File: config.mk
export PLATFORM = sky130hd
export DESIGN_NAME = dfp_compare_unit
export DESIGN_NICKNAME = d
export VERILOG_FILES = /design/src/rtl/dfp_cmp_pkg.sv /design/src/rtl/dfp_cmp_classify.sv /design/src/rtl/dfp_cmp_order.sv /design/src/rtl/dfp_cmp_select.sv /design/src/rtl/dfp_compare_unit.sv
export SDC_FILE = /design/constraint.sdc
export NUM_CORES = 1
export LEC_CHECK = 0
export BUFFER_PORTS_ARGS = -buffer_cell sky130_fd_sc_hd__buf_2
export CAP_MARGIN = 40
export CORE_MARGIN = 2
export CORE_UTILIZATION = 40
export CTS_BUF_LIST = sky130_fd_sc_hd__clkbuf_16
export DETAILED_ROUTE_END_ITERATION = 7
export PLACE_DENSITY = 0.82
export SYNTH_ARGS = -nofsm -noshare
export SYNTH_HDL_FRONTEND = slang
export SYNTH_SLANG_ARGS = --single-unit
File: constraint.sdc
create_clock -name clk -period 0.8 [get_ports clk]
set_input_delay 0.2 -clock clk [delete_from_list [all_inputs] [get_ports clk]]
set_output_delay 0.2 -clock clk [all_outputs]
set_load 0.02 [all_outputs]
File: src/rtl/dfp_cmp_pkg.sv
package dfp_cmp_pkg;

   typedef enum logic [1:0] {
      CMPF_UNORD = 2'd0,
      CMPF_EQ    = 2'd1,
      CMPF_LT    = 2'd2,
      CMPF_LE    = 2'd3
   } cmp_func_e;

   typedef struct packed {
      logic sign;
      logic is_zero;
      logic is_den;
      logic is_nan;
      logic is_snan;
   } opnd_class_t;

endpackage

File: src/rtl/dfp_cmp_classify.sv
module dfp_cmp_classify
   import dfp_cmp_pkg::*;
#(
   parameter int EXP_W  = 11,
   parameter int FRAC_W = 52,
   localparam int WORD_W = 1 + EXP_W + FRAC_W,
   localparam int MAG_W  = EXP_W + FRAC_W
) (
   input  logic [WORD_W-1:0] op,
   input  logic              flush,
   output opnd_class_t       cls,
   output logic [MAG_W-1:0]  mag
);

   logic [EXP_W-1:0]  exp_f;
   logic [FRAC_W-1:0] frac_f;
   logic [FRAC_W-1:0] frac_eff;
   logic              exp_zero;
   logic              exp_ones;
   logic              frac_nz;

   assign exp_f    = op[WORD_W-2 -: EXP_W];
   assign frac_f   = op[FRAC_W-1:0];
   assign exp_zero = (exp_f == '0);
   assign exp_ones = (exp_f == '1);
   assign frac_nz  = (frac_f != '0);

   // a flushed denormal keeps its sign but loses its fraction
   assign frac_eff = (flush && exp_zero) ? '0 : frac_f;

   always_comb begin
      cls.sign    = op[WORD_W-1];
      cls.is_den  = exp_zero && frac_nz;
      cls.is_zero = exp_zero && (frac_eff == '0);
      cls.is_nan  = exp_ones && frac_nz;
      cls.is_snan = exp_ones && frac_nz && !frac_f[FRAC_W-1];
   end

   assign mag = {exp_f, frac_eff};

endmodule

File: src/rtl/dfp_cmp_order.sv
module dfp_cmp_order #(
   parameter int MAG_W = 63
) (
   input  logic             sign_a,
   input  logic             sign_b,
   input  logic             zero_a,
   input  logic             zero_b,
   input  logic [MAG_W-1:0] mag_a,
   input  logic [MAG_W-1:0] mag_b,
   output logic             eq,
   output logic             lt
);

   logic mag_eq;
   logic mag_lt;

   assign mag_eq = (mag_a == mag_b);
   assign mag_lt = (mag_a <  mag_b);

   always_comb begin
      if (zero_a && zero_b) begin
         eq = 1'b1;
         lt = 1'b0;
      end else if (sign_a != sign_b) begin
         eq = 1'b0;
         lt = sign_a;
      end else if (!sign_a) begin
         eq = mag_eq;
         lt = mag_lt;
      end else begin
         eq = mag_eq;
         lt = !mag_lt && !mag_eq;
      end
   end

endmodule

File: src/rtl/dfp_cmp_select.sv
module dfp_cmp_select
   import dfp_cmp_pkg::*;
(
   input  logic [1:0] func,
   input  logic       unord,
   input  logic       snan_any,
   input  logic       eq,
   input  logic       lt,
   output logic       hit,
   output logic       invalid
);

   cmp_func_e fn;
   assign fn = cmp_func_e'(func);

   always_comb begin
      hit = 1'b0;
      if (unord) begin
         hit = (fn == CMPF_UNORD);
      end else begin
         case (fn)
            CMPF_EQ: hit = eq;
            CMPF_LT: hit = lt;
            CMPF_LE: hit = lt || eq;
            default: hit = 1'b0;
         endcase
      end
   end

   // ordered tests trap on any NaN, the others only on signaling ones
   assign invalid = unord && ((fn == CMPF_LT) || (fn == CMPF_LE) || snan_any);

endmodule

File: src/rtl/dfp_compare_unit.sv
module dfp_compare_unit
   import dfp_cmp_pkg::*;
#(
   parameter int EXP_W    = 11,
   parameter int FRAC_W   = 52,
   parameter int TRUE_BIT = 62,
   parameter bit REG_OUT  = 1'b1,
   localparam int WORD_W  = 1 + EXP_W + FRAC_W,
   localparam int MAG_W   = EXP_W + FRAC_W
) (
   input  logic              clk,
   input  logic              rst_n,
   input  logic              in_valid,
   input  logic [1:0]        func_sel,
   input  logic              flush_den,
   input  logic [WORD_W-1:0] opa,
   input  logic [WORD_W-1:0] opb,
   output logic              out_valid,
   output logic [WORD_W-1:0] result,
   output logic              flag_invalid,
   output logic              flag_denorm
);

   localparam logic [WORD_W-1:0] TRUE_WORD = WORD_W'(1) << TRUE_BIT;

   if (EXP_W < 2) begin : g_bad_exp
      $error("dfp_compare_unit: EXP_W must be at least 2");
   end
   if (FRAC_W < 2) begin : g_bad_frac
      $error("dfp_compare_unit: FRAC_W must be at least 2");
   end
   if (TRUE_BIT < 0 || TRUE_BIT >= WORD_W) begin : g_bad_true
      $error("dfp_compare_unit: TRUE_BIT outside the word");
   end

   logic [WORD_W-1:0] ops [2];
   opnd_class_t       cls [2];
   logic [MAG_W-1:0]  mag [2];

   assign ops[0] = opa;
   assign ops[1] = opb;

   for (genvar i = 0; i < 2; i++) begin : g_cls
      dfp_cmp_classify #(
         .EXP_W  (EXP_W),
         .FRAC_W (FRAC_W)
      ) u_cls (
         .op    (ops[i]),
         .flush (flush_den),
         .cls   (cls[i]),
         .mag   (mag[i])
      );
   end

   logic c_eq, c_lt, c_unord, c_hit, c_inv, c_den;

   dfp_cmp_order #(.MAG_W(MAG_W)) u_ord (
      .sign_a (cls[0].sign),
      .sign_b (cls[1].sign),
      .zero_a (cls[0].is_zero),
      .zero_b (cls[1].is_zero),
      .mag_a  (mag[0]),
      .mag_b  (mag[1]),
      .eq     (c_eq),
      .lt     (c_lt)
   );

   assign c_unord = cls[0].is_nan || cls[1].is_nan;
   assign c_den   = cls[0].is_den || cls[1].is_den;

   dfp_cmp_select u_sel (
      .func     (func_sel),
      .unord    (c_unord),
      .snan_any (cls[0].is_snan || cls[1].is_snan),
      .eq       (c_eq),
      .lt       (c_lt),
      .hit      (c_hit),
      .invalid  (c_inv)
   );

   logic [WORD_W-1:0] c_word;
   assign c_word = c_hit ? TRUE_WORD : '0;

   if (REG_OUT) begin : g_reg
      always_ff @(posedge clk or negedge rst_n) begin
         if (!rst_n) begin
            out_valid    <= 1'b0;
            result       <= '0;
            flag_invalid <= 1'b0;
            flag_denorm  <= 1'b0;
         end else begin
            out_valid <= in_valid;
            if (in_valid) begin
               result       <= c_word;
               flag_invalid <= c_inv;
               flag_denorm  <= c_den;
            end
         end
      end

      assert_valid_follows_R10: assert property (@(posedge clk) disable iff (!rst_n)
         in_valid |=> out_valid);
      assert_idle_follows_R10: assert property (@(posedge clk) disable iff (!rst_n)
         !in_valid |=> !out_valid);
   end else begin : g_comb
      assign out_valid    = in_valid;
      assign result       = c_word;
      assign flag_invalid = c_inv;
      assign flag_denorm  = c_den;
   end

   assert_unord_blocks_order_R3: assert property (@(posedge clk) disable iff (!rst_n)
      (in_valid && c_unord) |-> (!c_hit || func_sel == 2'd0));
   assert_eq_lt_exclusive_R9: assert property (@(posedge clk) disable iff (!rst_n)
      in_valid |-> !(c_eq && c_lt));
   assert_invalid_needs_nan_R4: assert property (@(posedge clk) disable iff (!rst_n)
      (in_valid && flag_invalid == 1'b0 && c_inv) |-> c_unord);
   assert_denorm_zero_exp_R5: assert property (@(posedge clk) disable iff (!rst_n)
      (in_valid && c_den) |-> (opa[WORD_W-2 -: EXP_W] == '0 || opb[WORD_W-2 -: EXP_W] == '0));
   assert_signed_zero_eq_R7: assert property (@(posedge clk) disable iff (!rst_n)
      (in_valid && opa[WORD_W-2:0] == '0 && opb[WORD_W-2:0] == '0) |-> (c_eq && !c_lt));
   assert_word_shape_R2: assert property (@(posedge clk) disable iff (!rst_n)
      out_valid |-> (result == '0 || result == TRUE_WORD));

endmodule

# After elaboration in Yosys (flattened, before gate mapping)
# Cells that the tools add are included.
[op_classes]
magnitude_cmp = 1
eq_ne = 7
muxes = 10
reduce_logical = 30
[ops]
columns = ["op", "n"]
rows = [
  ["$logic_not 52->1", 2],
  ["$mux 52", 2],
  ["$reduce_bool 52->1", 2],
  ["$eq 63x63->1", 1],
  ["$lt 63x63->1", 1],
  ["$mux 63", 1],
  ["$eq 11x11->1 const B", 2],
  ["$logic_not 11->1", 2],
  ["$logic_and 1x1->1", 13],
  ["$logic_or 1x1->1", 6],
  ["$mux 1", 6],
  ["$eq 2x2->1 const B", 2],
  ["$logic_not 1->1", 4],
  ["$pmux 1 s3", 1],
  ["$eq 2x1->1 const B", 1],
  ["$logic_not 2->1", 1],
  ["$ne 1x1->1", 1],
]
[word_totals]
ff_bits = 67
output_inout_bits = 67
word_cells = 52

# Depth between registers and ports, before layout
# Gate-level depths: netlist (run 1).
[logic_depth]
depth_word = 13
ltp_mapped = 12
depth_no_buf = 11

# Hierarchy
# A second synthesis (run 1) with hierarchy kept.
[unflattened]
hier_cells = 506
hier_area_um2 = 3588.4
[modules_own_cells]
columns = ["mod", "instances", "cells_each", "area_per_inst_um2", "seq_area_each_um2"]
rows = [
  ["dfp_cmp_order", 1, 227, 1649.1, 0.0],
  ["dfp_cmp_classify", 2, 100, 640.6, 0.0],
  ["dfp_compare_unit", 1, 75, 624.3, 100.1],
  ["dfp_cmp_select", 1, 4, 33.8, 0.0],
]

# Worst setup path before layout (run 1)
# Ideal clock, no wire load.
[synth_timing]
kind = "input to register"
startpoint = "in opa[60]"
endpoint = "reg result[62]"
arrival_time_ps = 2669
required_ps = 704
slack_ps = -1964
cell_stages = 12
n_path_buf = 1
path_cell_list = "nor4_1 > nand4_1 > clkbuf_1 > and2_1 > ha_1 > nand4_1 > nor4_2 > nand4_1 > nor2_1 > a22oi_1 > o311a_1 > o32ai_2"
[synth_via]
elab_chain_cells = 13
word_cells_on_any_way = 23
[synth_lines]
columns = ["item", "line", "rtl"]
rows = [
  ["start: declaration", "dfp_compare_unit.sv:16", "input logic [WORD_W-1:0] opa,"],
  ["$logic_not 11->1", "dfp_cmp_classify.sv:24", "assign exp_zero = (exp_f == '0);"],
  ["$logic_and 1x1->1", "dfp_cmp_classify.sv:29", "assign frac_eff = (flush && exp_zero) ? '0 : frac_f;"],
  ["$mux 52", "dfp_cmp_classify.sv:29", ""],
  ["$lt 63x63->1 / $eq 63x63->1 (equally long branches)", "dfp_cmp_order.sv:18, dfp_cmp_order.sv:17", ""],
  ["$logic_not 1->1", "dfp_cmp_order.sv:32", "lt = !mag_lt && !mag_eq;"],
  ["$logic_and 1x1->1", "dfp_cmp_order.sv:32", ""],
  ["$mux 1", "dfp_cmp_order.sv:27", "end else if (!sign_a) begin"],
  ["$mux 1", "dfp_cmp_order.sv:24", "end else if (sign_a != sign_b) begin"],
  ["$mux 1", "dfp_cmp_order.sv:21", "if (zero_a && zero_b) begin"],
  ["$logic_or 1x1->1", "dfp_cmp_select.sv:24", "CMPF_LE: hit = lt || eq;"],
  ["$pmux 1 s3", "dfp_cmp_select.sv:21", "case (fn)"],
  ["$mux 1 (*)", "dfp_cmp_select.sv:18", "if (unord) begin"],
  ["$mux 63 (*)", "dfp_compare_unit.sv:82", "assign c_word = c_hit ? TRUE_WORD : '0;"],
  ["end signal: assignment", "dfp_compare_unit.sv:94", "result <= c_word;"],
  ["end: declaration", "dfp_compare_unit.sv:19", "output logic [WORD_W-1:0] result,"],
]
# Mark *: on every way between the ends. The rest lies on a longest branch, timed or not.
# A chain may end at the register's enable or synchronous reset.

# Worst setup path in the final report (run 1)
[layout_timing]
startpoint = "in opa[53]"
endpoint = "reg result[62]"
# Same word-level chain as after synthesis.

==> reports/metrics.cfg, run 1 <==
[synth]
synth-xor-area-share_pct=0.287
synth_edf_count=0
ys_top_cells_by_area=ha_1 26%, buf_4 16%, and2_1 11%
ys_top_cells_by_count=77 x nand2_1, 63 x buf_4, 63 x ha_1
synth.distinct_cells=32
yosys.area.top_type=ha_1
muxShareOfSynthArea_pct=0
ys_warn_count=0
synth_ff_type=dfrtp_1
synthMostInstantiatedCell=nand2_1
yosysTopAreaCellShare_pct=25.9
netlist_instances=437
avgSynthCellArea_um2=6.97
yosysSeqAreaShare_pct=3.28
synth-seq-cells=4
synthArstFlopShare_pct=100
synth_top_family_by_area=simple AND/OR/NAND/NOR gates
synth.cell_area_um2=3050
yosys.area_share.adder_pct=25.9
synthSimpleGateAreaFrac_pct=39.7
synth_compound_area_share_pct=12.2

[detailed_routing]
drtIter0Drc=175
wl_mm=10.7
wire_per_inst_um=14.3
drc=0
ant_nets=0
vias_per_cell=5.15
first_pass_iters=4
vias=3854

[critical_path]
crit_chain=buf_2 -> nor4_4 -> nand4_1 -> buf_12 -> and2_1 -> ha_1 -> nand4_1 -> nor4_1 -> nand4_1 -> nor2_1 -> a22oi_1 -> o311a_1 -> o32ai_2
start_kind=input port
path_delay_family=simple AND/OR/NAND/NOR gates
slowest_stage=nor4_1
cpMostUsedCell=nand4_1
crit_path_max_incr_delay_ns=0.34
arrival_ns=2.88
worstPathMaxFanout=41
criticalPathCategory=in -> reg
path_buf_inv=2
cp-end-kind=flip-flop
critical_path_required_ns=0.93

[die]
pin_count=201
dieArea_um2=8330
start_util_pct=41.6
die_x_um=91.3
core-area_um2=7330
fp-row-count=31
die_height_um=91.3

[power]
switchingPower_mw=1.35
power_density_nw_per_um2=686
peakVddDrop_uv=791
swShare_pct=42.3
power.leakage_nw=2.47
combPwrFrac_pct=67.4
seq_power_share_pct=7.2
clockPowerShare_pct=25.4
p_int_mw=1.85

[sta]
worst_hold_slack_ns=0.266
finClkSkew_ns=0
drv_slew=0
finalSetupViolations=7
worst_slack_ns=-1.94
rsz0062_at_grt=true
period_share_pct=343
final.min_clock_period_ns=2.74
timing.fmax_mhz=365
hold_viol_final=0

[final_layout]
multiInputGateArea_um2=2920
drive_gt1_share_pct=41.1
post-route-util_pct=63.7
synthToLayoutAreaGrowth_pct=53.2
final_cell_area_um2=4670
fill_cells=649
antenna_cells=0
stdcell_count=748
seqCellArea_um2=100
final_nets=848

[global_routing]
grt_pass1_wl_mm=16.8
grt_pass1_vias=3790
antenna_found_initial=0
grt_start_max_net_pins=42
grt_overflow=0
grt_usage_pct=24.2

[cts]
clkTransAtPathRegs_ns=0.03
cts_root_buffer=clkbuf_16
cts_tree=built
cts_made_buffers=3
htree_levels=1
clk_path_buf_depth=2
clkLatencyLatePin_ns=0.23
clock-sinks=4

[placement]
routabilityCongestion=0.920
place_area_um2=4310
io_buffer_count=137
hpwlAfterDp_mm=9.05
place_ws_ns=-2.22
dp_cells=741

[status]
outcome=finished, violations left
violations=setup timing

[run]
max_cap_violations=0

[hold_path]
hold_class=in -> reg

[power by group through the flow]
stage / clock [mW] / combinational (mW) / sequential, mW
after floorplan: 0 / 1.23 / 0.247
after global placement: 0 / 1.93 / 0.229
after detailed placement: 0 / 1.99 / 0.229
after CTS: 0.818 / 2.09 / 0.230
after global routing: 0.837 / 2.38 / 0.231
final: 0.814 / 2.16 / 0.231
[flip-flops by register name, summed over array words and instances (netlist names)]
register and flops:
flag_denorm 1, flag_invalid 1, out_valid 1, result 1
[metal layers]
layer | track usage [%] | vias to the layer above | routed length, um
li1 | - | 1881 | -
met1 | 29.1 | 1795 | 4310
met2 | 46.5 | 162 | 5530
met3 | 1.41 | 16 | 651
met4 | 5.81 | 0 | 199
met5 | 0 | - | 0
[cell families (layout without fill, tap and decap cells)]
| family | after synthesis | after routing |
|---|---|---|
| xor+xnor | 1 | 1 |
| other cells | 1 | 63 |
| compound gates | 60 | 60 |
| buf+inv | 88 | 238 |
| flops | 4 | 4 |
| fa+ha+maj | 63 | 63 |
| simple gates | 220 | 220 |
[cell usage in the layout (no fill, tap or decap), types with 2 or more instances in the layout]
cell / n
nor4_1: 9
buf_4: 79
ha_4: 4
o21a_1: 2
inv_1: 15
nor4_4: 13
buf_12: 2
nand3_1: 9
a211oi_1: 3
a221oi_1: 3
and2_1: 47
ha_1: 59
nand4_1: 26
buf_2: 129
nor4_2: 13
a211oi_2: 2
buf_6: 8
nand2_1: 77
a22oi_1: 2
o21ai_0: 10
nor3_1: 3
a21oi_1: 27
dfrtp_1: 4
nor3_2: 3
a21o_1: 3
and2_4: 5
clkbuf_16: 3
nor2_1: 12
conb_1: 63
[area by class of cell]
| type | instances | area share (%) |
|---|---|---|
| flip-flops and latches | 4 | 2.14 |
| multi-input cells | 407 | 62.6 |
| clock buffers | 3 | 1.61 |
| well taps | 99 | 2.65 |
| repair buffers | 220 | 29.8 |
| inverters | 15 | 1.21 |
[metrics by stage]
| step | power [mW] | setup TNS (ns) |
|---|---|---|
| 2_1_floorplan | 1.48 | -2.98 |
| 3_3_place_gp | 2.16 | -4.26 |
| 3_5_place_dp | 2.22 | -4.46 |
| 4_1_cts | 3.14 | -4.23 |
| 5_1_grt | 3.45 | -4.58 |
| 6_report | 3.20 | -4.30 |
[worst paths after layout]
check	slack [ns]	start	endpoint	depth (start not counted)
setup / recovery	-1.94	opa[53]	result[62]$_DFFE_PN0P_	13
hold / removal	0.27	in_valid	out_valid$_DFF_PN0_	2
min in group asynchronous	0.31	rst_n	flag_invalid$_DFFE_PN0P_	2
max in group asynchronous	0.36	rst_n	flag_denorm$_DFFE_PN0P_	2
setup reg to reg	-0.02	flag_denorm$_DFFE_PN0P_	flag_denorm$_DFFE_PN0P_	2
hold reg to reg	0.57	flag_invalid$_DFFE_PN0P_	flag_invalid$_DFFE_PN0P_	2
[repair_timing]
item | 4_1_cts | 5_1_grt
pin swaps | 9 | 11
gates resized for setup | 27 | 19
endpoints found under the hold margin | 4 | 0
hold buffers | 1 | 0
setup endpoints to repair | 7 | 7
buffers inserted | 2 | 1
Note: power is estimated with default switching activity, not from simulation.
==> run 2, diff against run 1 <==
- CORE_UTILIZATION: 40 -> 44
- GPL_TIMING_DRIVEN: default -> 0
- PLACE_DENSITY: 0.82 -> 0.85
- clock period: 0.8 -> 2.55 ns (I/O delays scaled with it)
==> run 2 against run 1 <==
Compared with the run above:
- the run still ends with setup timing left
- first-iteration DRC count fell by 2.9%
- clock-buffer cell count did not move
- critical path depth rose by 2
- critical path type unchanged
- total power fell by 70%
- sequential cell count did not move
- cell count fell by 1.6%
- via count rose by 0.67%
- combinational power fell by 70%
- clock skew did not move
- wire length fell by 1.1%
==> reports/metrics.cfg, run 2 (same netlist as run 1, synthesis figures left out) <==
[status]
outcome=finished, violations left
violations=setup timing

[critical_path]
worstPathMaxFanout=5  ; -88%
rr_startpoint=result[62]$_DFFE_PN0P_
r2r_slack_ns=1.85  ; +1.87 ns
r2r-end=result[62]$_DFFE_PN0P_
r2r_cells=2  ; unchanged
arrival_ns=3.44  ; +0.56 ns
critical_path_required_ns=2.68  ; +1.75 ns
cp-end-kind=flip-flop
start_kind=input port
criticalPathCategory=in -> reg

[power]
total_power_mw=0.968  ; -70%
clockPowerShare_pct=25.1  ; -0.3 points
switchingPower_mw=0.399  ; -71%
power_density_nw_per_um2=213  ; -69%
p_int_mw=0.569  ; -69%
combPwrFrac_pct=67.6  ; +0.2 points
seq_power_share_pct=7.3  ; about the same
swShare_pct=41.2  ; -1.1 points
peakVddDrop_uv=215  ; -73%
power.leakage_nw=2.52  ; +2.2%

[cts]
ctsHoldBuffers=0  ; -1
clock-sinks=4  ; unchanged
cts_made_buffers=3  ; unchanged
clkLatencyLatePin_ns=0.22  ; about the same
clk_path_buf_depth=2  ; unchanged
cts_root_buffer=clkbuf_16
htree_levels=1  ; unchanged
clkTransAtPathRegs_ns=0.03  ; about the same
cts_tree=built

[placement]
routabilityCongestion=0.905  ; -1.6%
io_buffer_count=137  ; unchanged
hpwlAfterDp_mm=8.84  ; -2.3%
place_area_um2=4100  ; -4.9%

[hold_path]
hold_class=in -> async

[sta]
worst_slack_ns=-0.763  ; +1.18 ns
finalSetupViolations=1  ; -6
timing.fmax_mhz=302
drv_slew=0  ; unchanged
finClkSkew_ns=0  ; unchanged
hold_viol_final=0  ; unchanged
final.min_clock_period_ns=3.31
setup_tns_ns=-0.763  ; +3.54 ns
period_share_pct=130
rsz0062_at_grt=true

[final_layout]
layout_common_cells=133 x buf_2, 77 x buf_4, 76 x nand2_1
mostFrequentLayoutCell=buf_2
drive_gt1_share_pct=39.8  ; -1.4 points
fill_cells=599  ; -7.7%
antenna_cells=0  ; unchanged
post-route-util_pct=67.4  ; +3.7 points
final_cell_area_um2=4550  ; -2.5%
final_nets=855  ; +0.83%
synthToLayoutAreaGrowth_pct=49.3

[detailed_routing]
vias_per_cell=5.27  ; +2.3%
wl_mm=10.6  ; -1.1%
vias=3880  ; +0.67%
first_pass_iters=4  ; unchanged
wire_per_inst_um=14.4  ; +0.49%
drtIter0Drc=170  ; -2.9%
drc=0  ; unchanged
ant_nets=0  ; unchanged

[global_routing]
grt_usage_pct=26.0  ; +1.8 points
grt_overflow=0  ; unchanged
grt_start_max_net_pins=11  ; -74%
antenna_found_initial=0  ; unchanged
grt_pass1_wl_mm=16.0  ; -4.9%
grt_pass1_vias=3649  ; -3.7%

[die]
die_height_um=87.2  ; -4.4%
start_util_pct=45.1  ; +3.5 points
core-area_um2=6760  ; -7.8%
die_x_um=87.2  ; -4.4%
dieArea_um2=7610  ; -8.7%
fp-row-count=30  ; -3.2%
pin_count=201  ; unchanged

[run]
max_cap_violations=0  ; unchanged

[run 2: routing by layer]
layer | wire length [um] | GRT usage, % | part of all wire, %
met5 | 0 | 0 | 0
met4 | 229 | 8.67 | 2.2
met3 | 784 | 4.45 | 7.4
met2 | 5350 | 48.0 | 51
met1 | 4200 | 30.1 | 40
[run 2: stage by stage]
stage | setup slack [ns] | hold WS (ns) | cells
2_1_floorplan | -0.480 | 0.342 | 499
5_1_grt | -0.962 | 0.218 | 736
3_5_place_dp | -1.36 | 0.447 | 716
6_report | -0.763 | 0.212 | 736
4_1_cts | -0.762 | 0.214 | 731
3_3_place_gp | -1.32 | 0.442 | 716
[run 2: critical path: stages]
cell and delay, ns:
buf_8 0.11, nor4_4 0.27, nand4_1 0.14, buf_6 0.16, clkbuf_16 0.15, buf_8 0.12, and2_4 0.15, ha_4 0.25
nand4_1 0.15, nor4_4 0.43, nand4_1 0.21, nor2_2 0.18, a22oi_1 0.08, o311a_1 0.31, o32ai_2 0.08
[run 2: power groups by stage]
| stage | Combinational [mW] | Clock (mW) | Sequential [mW] |
|---|---|---|---|
| after CTS | 0.630 | 0.244 | 0.0709 |
| after detailed placement | 0.599 | 0 | 0.0714 |
| after floorplan | 0.382 | 0 | 0.0774 |
| after global placement | 0.584 | 0 | 0.0713 |
| after global routing | 0.724 | 0.250 | 0.0713 |
| final | 0.655 | 0.243 | 0.0710 |
[run 2: cell type report]
class	instances	area [um2]	area share (%)
inverter	15	56.3	1.24
clock buffer	3	75.1	1.65
sequential	4	100	2.20
multi-input combinational	407	2800	61.6
timing repair buffer	154	857	18.8
tap	80	100	2.20
buffer	73	561	12.3
[run 2: timing repair]
item / 4_1_cts / 5_1_grt
buffers inserted: 11 / 6
pin swaps: 26 / 18
resized for setup: 38 / 13
endpoints found under the setup margin: 1 / 1
gates cloned: 1 / 0
[run 2: worst max path at each step]
stage          slack, ns     from                      to  depth (start not counted)
2_1_floorplan      -0.48  opa[53]  result[62]$_DFFE_PN0P_                         12
6_report           -0.76  opa[61]  result[62]$_DFFE_PN0P_                         15
4_1_cts            -0.76  opa[58]  result[62]$_DFFE_PN0P_                         15
5_1_grt            -0.96  opa[61]  result[62]$_DFFE_PN0P_                         15
3_5_place_dp       -1.36  opb[52]  result[62]$_DFFE_PN0P_                         13
3_3_place_gp       -1.32  opa[56]  result[62]$_DFFE_PN0P_                         13
==> run 3, diff against run 2 <==
- clock period: 2.55 -> 3.2 ns (I/O delays scaled with it)
==> run 3 against run 2 <==
Compared with the run above:
- the run still ends with setup timing left
- sequential share of layout area shrank 0.081 points
- wire length up 0.48%
- sequential power down 21%
- sequential cell count stayed put
- setup slack improved by 0.47 ns
- via count is essentially flat
- cell count rose by 0.54%
- largest cell class unchanged
- combinational power shrank 16%
- global-route usage rose by 0.27 points
- critical path depth shrank 1
- clock skew did not move
- first-iteration DRC count rose by 31%
==> reports/metrics.cfg, run 3 (same netlist as run 1, synthesis figures left out) <==
[final_layout]
mostFrequentLayoutCell=buf_2
layout_common_cells=133 x buf_2, 81 x buf_4, 76 x nand2_1
antenna_cells=0  ; unchanged
final_nets=859  ; +0.47%
synthToLayoutAreaGrowth_pct=55.0
stdcell_count=740  ; +0.54%
fill_cells=574  ; -4.2%
drive_gt1_share_pct=42.9  ; +3.1 points

[die]
pin_count=201  ; unchanged
start_util_pct=45.1  ; unchanged
die_height_um=87.2  ; unchanged
fp-row-count=30  ; unchanged
dieArea_um2=7610  ; unchanged
die_x_um=87.2  ; unchanged
core-area_um2=6760  ; unchanged

[power]
power.leakage_nw=2.58  ; +2.2%
peakVddDrop_uv=181  ; -16%
total_power_mw=0.795  ; -18%
power_density_nw_per_um2=168  ; -21%

[cts]
htree_levels=1  ; unchanged
cts_root_buffer=clkbuf_16
clk_path_buf_depth=2  ; unchanged
clkLatencyLatePin_ns=0.22  ; about the same
clock-sinks=4  ; unchanged
cts_made_buffers=3  ; unchanged
clkTransAtPathRegs_ns=0.03  ; about the same
cts_tree=built

[placement]
io_buffer_count=137  ; unchanged
routabilityCongestion=0.911  ; +0.62%
hpwlAfterDp_mm=8.69  ; -1.8%
dp_cells=716  ; unchanged

[critical_path]
start_kind=input port
cp-end-kind=flip-flop
crit_path_max_incr_delay_ns=0.32  ; -0.11 ns
arrival_ns=3.59  ; +0.15 ns
critical_path_required_ns=3.30  ; +0.62 ns
slowest_stage=ha_1
worstPathMaxFanout=5  ; unchanged
crit_chain=buf_8 -> nor4_4 -> nand4_1 -> buf_6 -> clkbuf_8 -> and2_1 -> ha_1 -> a21oi_1 -> o21ai_1 -> a221oi_2 -> o211ai_1 -> a211oi_2 -> and4_1 -> o32ai_2
criticalPathCategory=in -> reg

[sta]
final.min_clock_period_ns=3.49
finalSetupViolations=1  ; unchanged
worst_hold_slack_ns=0.379  ; +0.167 ns
finClkSkew_ns=0  ; unchanged
worst_slack_ns=-0.292  ; +0.471 ns
rsz0062_at_grt=true
drv_slew=0  ; unchanged
timing.fmax_mhz=286
hold_viol_final=0  ; unchanged
period_share_pct=109

[detailed_routing]
vias_per_cell=5.24  ; -0.62%
wl_mm=10.6  ; +0.48%
drc=0  ; unchanged
first_pass_iters=5  ; +1
ant_nets=0  ; unchanged
drtIter0Drc=222  ; +31%
wire_per_inst_um=14.3  ; about the same
vias=3877  ; -0.077%

[run]
max_cap_violations=0  ; unchanged

[status]
violations=setup timing
outcome=finished, violations left

[global_routing]
grt_pass1_wl_mm=16.3  ; +1.7%
grt_overflow=0  ; unchanged
grt_pass1_vias=3697  ; +1.3%
antenna_found_initial=0  ; unchanged
grt_start_max_net_pins=11  ; unchanged
grt_usage_pct=26.3  ; +0.27 points

[hold_path]
hold_class=in -> async

run 3: cell types whose count changed in the layout (fill, tap and decap cells not counted), moves of 3 or more:
cell      change
ha_1          -7
clkbuf_1      -3
and2_1        -7
ha_4          +7
and2_4        +7
buf_4         +4
run 3: worst max-delay path: cells and delay by family:
family	cells	cell delay [ns]
and+or+nand+nor	4	0.88
AOI/OAI and AO/OA	6	1.17
adders and majority gates	1	0.32
buffers and inverters	3	0.41
run 3: report_power, final:
group / internal [mW] / switching (mW) / total (mW)
Sequential: 0.0547 / 0.00173 / 0.0564
Clock: 0.159 / 0.0314 / 0.191
Combinational: 0.257 / 0.290 / 0.547
run 3: per-layer routing:
metal	up-vias	GRT usage [%]	share of wire, %
met1	1756	32.1	40
met3	18	2.37	8.0
li1	1903	-	-
met2	200	49.1	51
met4	0	6.29	1.6
met5	-	0	0
run 3: final cells by class:
type | instances | area [um2] | area share, %
Inverter | 15 | 56.3 | 1.19
Buffer | 73 | 584 | 12.4
Timing Repair Buffer | 158 | 890 | 18.8
Multi-Input combinational cell | 407 | 2920 | 61.8
Clock buffer | 3 | 75.1 | 1.59
Sequential cell | 4 | 100 | 2.12
Tap cell | 80 | 100 | 2.12
run 3: metrics by stage:
stage | setup TNS (ns) | area (um2) | util, % | setup slack (ns)
floorplan | 0 | 3310 | - | 0.00305
global placement | -0.842 | 4100 | 60.7 | -0.842
detailed placement | -0.912 | 4100 | 60.7 | -0.912
CTS | -0.255 | 4610 | 68.2 | -0.255
global route | -0.424 | 4730 | 69.9 | -0.424
finish | -0.292 | 4730 | 69.9 | -0.292
run 3: repair_timing:
action	CTS	global route
setup buffers	17	4
cloned	1	0
gates resized for setup	58	20
setup endpoints to repair	1	1
pin swaps	39	27
hold buffers	0	0
run 3: path summary, 6_finish.rpt:
kind                                         start                       to  slack (ns)  depth (start not counted)
setup reg to reg            result[62]$_DFFE_PN0P_   result[62]$_DFFE_PN0P_        2.50                          2
hold / removal                               rst_n   result[62]$_DFFE_PN0P_        0.38                          1
min in group clk           flag_denorm$_DFFE_PN0P_  flag_denorm$_DFFE_PN0P_        0.53                          1
hold reg to reg            flag_denorm$_DFFE_PN0P_  flag_denorm$_DFFE_PN0P_        0.53                          1
max in group asynchronous                    rst_n      out_valid$_DFF_PN0_        2.70                          1
setup / recovery                           opa[55]   result[62]$_DFFE_PN0P_       -0.29                         14
